`config.mk`:
```
export PLATFORM = sky130hd
export DESIGN_NAME = rtc_master_counter
export DESIGN_NICKNAME = d
export VERILOG_FILES = /design/src/rtl/rtc_pkg.sv /design/src/rtl/rtc_ratio_regs.sv /design/src/rtl/rtc_frac_accum.sv /design/src/rtl/rtc_count_core.sv /design/src/rtl/rtc_master_counter.sv
export SDC_FILE = /design/constraint.sdc
export NUM_CORES = 1
export LEC_CHECK = 0
export ABC_AREA = 0
export ABC_CLOCK_PERIOD_IN_PS = 11130
export CAP_MARGIN = 20
export CELL_PAD_IN_SITES_DETAIL_PLACEMENT = 0
export CELL_PAD_IN_SITES_GLOBAL_PLACEMENT = 1
export CORE_UTILIZATION = 26
export DETAILED_ROUTE_END_ITERATION = 8
export DONT_BUFFER_PORTS = 1
export PLACE_DENSITY = 0.48
export SYNTH_ARGS = -nofsm -noshare
export SYNTH_HDL_FRONTEND = slang
export SYNTH_SLANG_ARGS = --single-unit
```
`constraint.sdc`:
```
create_clock -name clk -period 11.13 [get_ports clk]
set_input_delay 0.5565 -clock clk [delete_from_list [all_inputs] [get_ports clk]]
set_output_delay 0.5565 -clock clk [all_outputs]
set_load 0.01 [all_outputs]
```
`src/rtl/rtc_pkg.sv`:
```
package rtc_pkg;
   // Byte offsets of the register port. The ratio offsets are the ones the
   // boot software programs; the count offsets are local to this block.
   localparam logic [7:0] OFS_CNT_LO = 8'h00;
   localparam logic [7:0] OFS_CNT_HI = 8'h04;
   localparam logic [7:0] OFS_NUM    = 8'h10;
   localparam logic [7:0] OFS_DEN    = 8'h14;
endpackage

```
`src/rtl/rtc_ratio_regs.sv`:
```
module rtc_ratio_regs
   import rtc_pkg::*;
#(
   parameter int DATA_W    = 32,
   parameter int ADDR_W    = 8,
   parameter int FIELD_W   = 12,
   parameter int RESET_NUM = 4,
   parameter int RESET_DEN = 25
) (
   input  logic              clk,
   input  logic              rst_n,
   input  logic              wr_en,
   input  logic [ADDR_W-1:0] wr_addr,
   input  logic [DATA_W-1:0] wr_data,
   output logic [DATA_W-1:0] num_reg,
   output logic [DATA_W-1:0] den_reg,
   output logic [FIELD_W-1:0] num_f,
   output logic [FIELD_W-1:0] den_f,
   output logic              ratio_wr
);
   logic hit_num, hit_den;

   assign hit_num  = wr_en && (wr_addr == ADDR_W'(OFS_NUM));
   assign hit_den  = wr_en && (wr_addr == ADDR_W'(OFS_DEN));
   assign ratio_wr = hit_num || hit_den;

   always_ff @(posedge clk) begin
      if (!rst_n) begin
         num_reg <= DATA_W'(RESET_NUM);
         den_reg <= DATA_W'(RESET_DEN);
      end else begin
         if (hit_num) num_reg <= wr_data;
         if (hit_den) den_reg <= wr_data;
      end
   end

   assign num_f = num_reg[FIELD_W-1:0];
   assign den_f = den_reg[FIELD_W-1:0];
endmodule

```
`src/rtl/rtc_frac_accum.sv`:
```
module rtc_frac_accum #(
   parameter int FIELD_W = 12
) (
   input  logic               clk,
   input  logic               rst_n,
   input  logic               clr,
   input  logic [FIELD_W-1:0] num,
   input  logic [FIELD_W-1:0] den,
   output logic               tick
);
   localparam int ACC_W = FIELD_W + 1;

   logic [ACC_W-1:0]   acc;
   logic [FIELD_W-1:0] step;
   logic [ACC_W-1:0]   sum;
   logic               roll;
   logic               den_zero;

   assign den_zero = (den == '0);
   assign step     = (num > den) ? den : num;
   assign sum      = acc + {1'b0, step};
   assign roll     = !den_zero && (sum >= {1'b0, den});
   assign tick     = roll && !clr;

   always_ff @(posedge clk) begin
      if (!rst_n || clr) begin
         acc <= '0;
      end else if (!den_zero) begin
         acc <= roll ? (sum - {1'b0, den}) : sum;
      end
   end


   acc_below_den_chk: assert property (@(posedge clk) disable iff (!rst_n)
      (!den_zero) |-> (acc < {1'b0, den}));

   clear_phase_chk: assert property (@(posedge clk) disable iff (!rst_n)
      clr |=> (acc == '0));
endmodule

```
`src/rtl/rtc_count_core.sv`:
```
module rtc_count_core #(
   parameter int CNT_W = 64
) (
   input  logic               clk,
   input  logic               rst_n,
   input  logic               tick,
   input  logic               latch_hi,
   output logic [CNT_W-1:0]   count,
   output logic [CNT_W/2-1:0] hi_hold
);
   localparam int HALF_W = CNT_W / 2;

   always_ff @(posedge clk) begin
      if (!rst_n) begin
         count   <= '0;
         hi_hold <= '0;
      end else begin
         if (tick)     count   <= count + CNT_W'(1);
         if (latch_hi) hi_hold <= count[CNT_W-1:HALF_W];
      end
   end


   single_step_chk: assert property (@(posedge clk) disable iff (!rst_n)
      (count == $past(count)) || (count == $past(count) + CNT_W'(1)));
endmodule

```
`src/rtl/rtc_master_counter.sv`:
```
module rtc_master_counter
   import rtc_pkg::*;
#(
   parameter int CNT_W     = 64,
   parameter int DATA_W    = 32,
   parameter int ADDR_W    = 8,
   parameter int FIELD_W   = 12,
   parameter int RESET_NUM = 4,
   parameter int RESET_DEN = 25
) (
   input  logic              clk,
   input  logic              rst_n,
   input  logic              wr_en,
   input  logic [ADDR_W-1:0] wr_addr,
   input  logic [DATA_W-1:0] wr_data,
   input  logic              rd_en,
   input  logic [ADDR_W-1:0] rd_addr,
   output logic [DATA_W-1:0] rd_data,
   output logic [CNT_W-1:0]  count_o
);
   localparam int HALF_W = CNT_W / 2;

   if (CNT_W % 2 != 0) begin : g_bad_cnt_w
      $error("CNT_W must be even");
   end
   if (HALF_W > DATA_W) begin : g_bad_half_w
      $error("half of CNT_W must fit in DATA_W");
   end
   if (FIELD_W >= DATA_W) begin : g_bad_field_w
      $error("FIELD_W must be narrower than DATA_W");
   end
   if (ADDR_W < 5) begin : g_bad_addr_w
      $error("ADDR_W must reach offset 0x14");
   end

   logic [DATA_W-1:0]  num_reg, den_reg;
   logic [FIELD_W-1:0] num_f, den_f;
   logic               ratio_wr;
   logic               tick;
   logic               latch_hi;
   logic [HALF_W-1:0]  hi_hold;
   logic [DATA_W-1:0]  lo_ext, hi_ext;

   rtc_ratio_regs #(
      .DATA_W(DATA_W), .ADDR_W(ADDR_W), .FIELD_W(FIELD_W),
      .RESET_NUM(RESET_NUM), .RESET_DEN(RESET_DEN)
   ) u_regs (
      .clk(clk), .rst_n(rst_n), .wr_en(wr_en), .wr_addr(wr_addr),
      .wr_data(wr_data), .num_reg(num_reg), .den_reg(den_reg),
      .num_f(num_f), .den_f(den_f), .ratio_wr(ratio_wr)
   );

   rtc_frac_accum #(.FIELD_W(FIELD_W)) u_accum (
      .clk(clk), .rst_n(rst_n), .clr(ratio_wr),
      .num(num_f), .den(den_f), .tick(tick)
   );

   assign latch_hi = rd_en && (rd_addr == ADDR_W'(OFS_CNT_LO));

   rtc_count_core #(.CNT_W(CNT_W)) u_core (
      .clk(clk), .rst_n(rst_n), .tick(tick), .latch_hi(latch_hi),
      .count(count_o), .hi_hold(hi_hold)
   );

   if (HALF_W == DATA_W) begin : g_word_full
      assign lo_ext = count_o[HALF_W-1:0];
      assign hi_ext = hi_hold;
   end else begin : g_word_pad
      assign lo_ext = {{(DATA_W-HALF_W){1'b0}}, count_o[HALF_W-1:0]};
      assign hi_ext = {{(DATA_W-HALF_W){1'b0}}, hi_hold};
   end

   always_ff @(posedge clk) begin
      if (!rst_n) begin
         rd_data <= '0;
      end else if (rd_en) begin
         if (rd_addr == ADDR_W'(OFS_CNT_LO))      rd_data <= lo_ext;
         else if (rd_addr == ADDR_W'(OFS_CNT_HI)) rd_data <= hi_ext;
         else if (rd_addr == ADDR_W'(OFS_NUM))    rd_data <= num_reg;
         else if (rd_addr == ADDR_W'(OFS_DEN))    rd_data <= den_reg;
         else                                     rd_data <= '0;
      end
   end


   den_zero_hold_chk: assert property (@(posedge clk) disable iff (!rst_n)
      (den_f == '0) |=> $stable(count_o));

   write_no_step_chk: assert property (@(posedge clk) disable iff (!rst_n)
      ratio_wr |=> $stable(count_o));

   lo_read_chk: assert property (@(posedge clk) disable iff (!rst_n)
      latch_hi |=> (rd_data[HALF_W-1:0] == $past(count_o[HALF_W-1:0])));

   rd_hold_chk: assert property (@(posedge clk) disable iff (!rst_n)
      !rd_en |=> $stable(rd_data));
endmodule

```
## After elaboration in Yosys (flattened, before gate mapping)

Cells that the tools add are included.

| cells by class | value |
|---|---|
| order comparisons | 2 |
| add/sub/neg operators | 3 |
| multiplexer cells | 6 |
| reduce and logical (&&, ||, !) cells | 12 |
| equal/unequal tests | 5 |

Operators with widths:

| operator | count |
|---|---|
| 32-bit 2-to-1 mux | 4 |
| 64-bit by 1-bit adder with 64-bit output, second input constant | 1 |
| 8-bit by 5-bit == test with 1-bit output, second input constant | 4 |
| 13-bit by 12-bit adder with 13-bit output | 1 |
| 13-bit by 12-bit >= comparator with 1-bit output | 1 |
| 13-bit 2-to-1 mux | 1 |
| 13-bit by 12-bit subtractor with 13-bit output | 1 |
| 12-bit greater-than comparator | 1 |
| 12-bit zero test | 1 |
| 12-bit 2-to-1 mux | 1 |
| 8-bit by 3-bit == test with 1-bit output, second input constant | 1 |
| 8-bit zero test | 1 |
| 1-bit logical AND | 5 |
| 1-bit zero test | 3 |
| 1-bit logical OR | 2 |

| word-level totals | value |
|---|---|
| logic and storage cells | 34 |
| output and inout bits | 96 |
| input bits | 52 |
| bits in registers | 205 |

## Logic depth before layout (Yosys ltp)

| depth | value |
|---|---|
| depth after elaboration | 6 |
| depth in mapped cells | 27 |

## Cells and area by module

A second synthesis with hierarchy kept.

| unflattened totals | value |
|---|---|
| cells, all modules | 1,272 |
| area, all modules | 11,290.8 um2 |

By module, submodules not included:

| module | cells an instance | seq. area each (um2) | times used | area each (um2) |
|---|---|---|---|---|
| rtc_count_core | 488 | 1,921.8 | 1 | 4,352.9 |
| rtc_ratio_regs | 280 | 1,281.2 | 1 | 2,670.1 |
| rtc_frac_accum | 279 | 260.2 | 1 | 2,224.6 |
| rtc_master_counter | 225 | 640.6 | 1 | 2,043.2 |

## Worst setup path after synthesis

OpenSTA, ideal clock, no wires.

| timing path | value |
|---|---|
| path type | reg-to-reg |
| from | reg u_regs.den_reg[9] |
| to | reg u_core.count[52] |
| period minus slack after synthesis | 5.494 ns |
| buffers on the path | 3 |
| data arrival time | 5.359 ns |
| cell stages (with the launch flop) | 25 |
| path slack | 5.636 ns |
| cell sequence | dfxtp_1 > inv_1 > ha_1 > nand4_1 > or2_2 > o221ai_1 > o21a_1 > clkbuf_1 > mux2_2 > fa_1 > a21oi_1 > o211ai_2 > a31o_2 > a21oi_1 > xnor2_1 > ha_1 > and2_1 > nand3_1 > a211oi_2 > o21a_1 > buf_2 > nor2_8 > buf_2 > o311ai_1 > o41ai_2 |

| between the ends | value |
|---|---|
| longest elaborated chain between the ends | 6 |
| elaborated cells on any way between the ends | 8 |

Ends and longest elaborated chain:

| element | line | text |
|---|---|---|
| start, declared | rtc_ratio_regs.sv:16 | `output logic [DATA_W-1:0] den_reg,` |
| start signal, assigned | rtc_ratio_regs.sv:30 | `den_reg <= DATA_W'(RESET_DEN);` |
| start signal, assigned | rtc_ratio_regs.sv:33 | `if (hit_den) den_reg <= wr_data;` |
| 12-bit greater-than comparator | rtc_frac_accum.sv:20 | `assign step = (num > den) ? den : num;` |
| 12-bit 2-to-1 mux | rtc_frac_accum.sv:20 |  |
| 13-bit by 12-bit adder with 13-bit output | rtc_frac_accum.sv:21 | `assign sum = acc + {1'b0, step};` |
| 13-bit by 12-bit >= comparator with 1-bit output | rtc_frac_accum.sv:22 | `assign roll = !den_zero && (sum >= {1'b0, den});` |
| 1-bit logical AND * | rtc_frac_accum.sv:22 |  |
| 1-bit logical AND * | rtc_frac_accum.sv:23 | `assign tick = roll && !clr;` |
| end signal, assigned | rtc_count_core.sv:18 | `if (tick) count <= count + CNT_W'(1);` |
| end, declared | rtc_count_core.sv:8 | `output logic [CNT_W-1:0] count,` |

Every way passes the cells marked *; elsewhere a longest branch is shown, timed or not.
A chain may end at the register's enable or synchronous reset.

## Worst setup path after layout

| timing path | value |
|---|---|
| from | reg u_regs.den_reg[11] |
| to | reg u_core.count[53] |

Same word-level chain as after synthesis.

==> results_dict.tcl <==
set metrics [dict create \
    status "completed" \
    routedWlPerCell_um 24.1 \
    drv_slew 0 \
    synth_top_area_frac 0.375 \
    setup_ws_ns 4.20 \
    finalHoldViolCount 0 \
    area_growth_pct 11.5 \
    dp_slack_ns 4.27 \
    fmax_ghz 0.144 \
    max_slew_margin 0.367 \
    clk_pin_slew_ns 0.06 \
    dp_cells 1798 \
    antenna_left 0 \
    crit_path_end_kind "flip-flop" \
    vias_per_cell 5.35 \
    clock_path_buffers 3 \
    yosys_warnings 0 \
    largest_reg_flops 64 \
    setup.worst_path.class "reg2reg" \
    synthAdderAreaFrac 0.0459 \
    synth_compound_area_frac 0.217 \
    rsz0062_at_grt "false" \
    worst_pin_slew_ns 0.948 \
    syn_area_per_cell_um2 8.14 \
    io_pins 148 \
    p_per_area_mw_per_mm2 181 \
    crit_fanout 51 \
    post_cts_buffers 0 \
    cts-buffers-inserted 27 \
    die_y_um 207 \
    die_w_um 207 \
    cts_tree "done" \
    synthFlopType "dfxtp_1" \
    routed_wl_um 44400 \
    drcViolationCount 0 \
    syn_area_mm2 0.0110 \
    syn_nets 1437 \
    synth-simple-area-share 0.257 \
    ir_drop_uv 116 \
    start_util 0.266 \
    post-route-min-period_ns 6.93 \
    drt_iter0_markers 721 \
    clock_latency_ns 0.56 \
    layout_commonest_cell "nand2_1" \
    synth_area_leaders "dfxtp_1 (37%), nand2_1 (9.6%), a21oi_1 (6.1%), ha_1 (4.2%), nor2_1 (2.9%)" \
    overflow 0 \
    grt_pass1_wl_um 66000 \
    hp-class "in2reg" \
    vias 9866 \
    fin_tns_setup_ns 0 \
    synth-seq-cells 205 \
    io_buffers 0 \
    place_hpwl_um 31700 \
    synthXorXnorAreaFrac 0.0240 \
    drive_gt1_frac 0.0924 \
    gp_congestion 0.844 \
    cp_data_arrival_time_ns 7.35 \
    synth_edf_count 0 \
    synth_cell_types 75 \
    cts_sinks 205 \
    synthCells 1346 \
    skew_ns 0.00911 \
    fillers 4450 \
    synth_top_area_cell "dfxtp_1" \
    final_cell_mix "nand2_1 (280), dfxtp_1 (205), a21oi_1 (134)" \
    fin_hold_ws_ns 0.126 \
    grt_max_degree 98 \
    h-tree-depth 1 \
    grtUsageTotal 0.203 \
    worst_ep_required_time_ns 11.55 \
    cts-root-buf "clkbuf_16" \
    antenna_found_initial 2 \
    critPathLaunchType "flip-flop" \
    core_area_mm2 0.0412 \
    cap_violations 0 \
    regMostFlops "u_core.count" \
    fin_crit_sh 0.623 \
    p_leak_nw 4.28 \
    die_area_mm2 0.0430 \
    final_cell_count_no_fill 1843 \
    rows 74 \
    synth-seq-area-share 0.375 \
    total_power_mw 2.21 \
    cts_resized 0 \
    drtPass1Iterations 6 \
    first_global_vias 9548 \
    fin_nets 1386 \
    async_reset_ff_frac 0 \
    setup_viol 0 \
    synthMuxAreaShare 0.0356 \
    ctsHoldBuffers 0 \
    synth_top_family_by_area "simple AND/OR/NAND/NOR gates" \
]
[synth_stat cells, drive strengths merged (3+ instances only)]
library cell  count
nand2           281
dfxtp           205
a21oi           135
nor2             90
clkbuf           72
nand3            63
nand2b           44
ha               37
o21ai            35
a222oi           30
a22o             30
nand4            25
inv              24
nor3             24
xnor2            22
buf              21
mux2i            21
o311ai           21
o41ai            19
nor4             14
and3             12
mux2             12
o211ai           10
or3              10
and2              9
xor2              8
a21o              7
o2111ai           7
o21a              7
a211oi            6
and4              6
a31o              4
nor2b             3
nor4b             3
[final cells by class]
class / instances / area, um^2 / area share
antenna: 1 / 2.50 / 0.000205
clock buffer: 40 / 825 / 0.0675
clock inverter: 4 / 38.8 / 0.00318
inverter: 25 / 96.3 / 0.00789
multi-input combinational: 1023 / 6380 / 0.523
sequential: 205 / 4100 / 0.336
tap: 532 / 666 / 0.0545
timing repair buffer: 13 / 97.6 / 0.00799
[worst max-delay path, cell delays in order, from the launching register on]
cell and delay (ns):
dfxtp_1 0.38, inv_1 0.12, ha_1 0.31, nand4_1 0.12
or2_2 0.32, o221ai_1 0.19, o21a_1 0.52, mux2_2 0.40
ha_1 0.22, fa_1 0.42, a21oi_1 0.29, o211ai_2 0.21
a31o_2 0.29, a21oi_1 0.17, xnor2_1 0.11, ha_1 0.39
and2_1 0.18, nand3_1 0.10, a211oi_2 0.33, o21a_1 0.57
nor2_8 0.17, buf_4 0.39, o311ai_1 0.42, o41ai_2 0.13
[power by group]
| part | total [mW] | switching [mW] | internal [mW] |
|---|---|---|---|
| Combinational | 0.569 | 0.396 | 0.174 |
| Sequential | 0.790 | 0.0308 | 0.759 |
| Clock | 0.852 | 0.345 | 0.508 |
| Total | 2.21 | 0.772 | 1.44 |
[metrics by stage]
stage               cell area, um^2  utilization
finish                        12200        0.296
floorplan                     11000            -
CTS                           12200        0.296
global placement              11300        0.275
detailed placement            11300        0.275
global route                  12200        0.296
[cells by family (layout without fill, tap and decap cells)]
kind of cell | count (synthesis) | after routing
flip-flops | 205 | 205
other | 0 | 1
XOR/XNOR | 30 | 30
buffers and inverters | 118 | 82
multiplexers | 35 | 35
AO/OA/AOI/OAI | 329 | 329
AND/OR/NAND/NOR | 590 | 590
adder cells (fa/ha/maj) | 39 | 39
[path summary, 6_finish.rpt]
kind                                   startpoint                              end  slack, ns  cells past startpoint
setup / recovery  u_regs.den_reg[11]$_SDFFE_PN0P_    u_core.count[53]$_SDFFE_PN0P_       4.20                     23
hold / removal                        wr_data[22]  u_regs.num_reg[22]$_SDFFE_PN0P_       0.13                      2
setup reg to reg  u_regs.den_reg[11]$_SDFFE_PN0P_    u_core.count[53]$_SDFFE_PN0P_       4.20                     23
hold reg to reg   u_regs.num_reg[16]$_SDFFE_PN0P_  u_regs.num_reg[16]$_SDFFE_PN0P_       0.45                      2
[metal layers]
metal  up-vias  wire length, um  global-route usage
li1       4778                -                   -
met5         -                0                   0
met4         0              777              0.0481
met3        44             3070              0.0505
met1      4783            20700               0.279
met2       261            19800               0.317
Note: power is estimated with default switching activity, not from simulation.
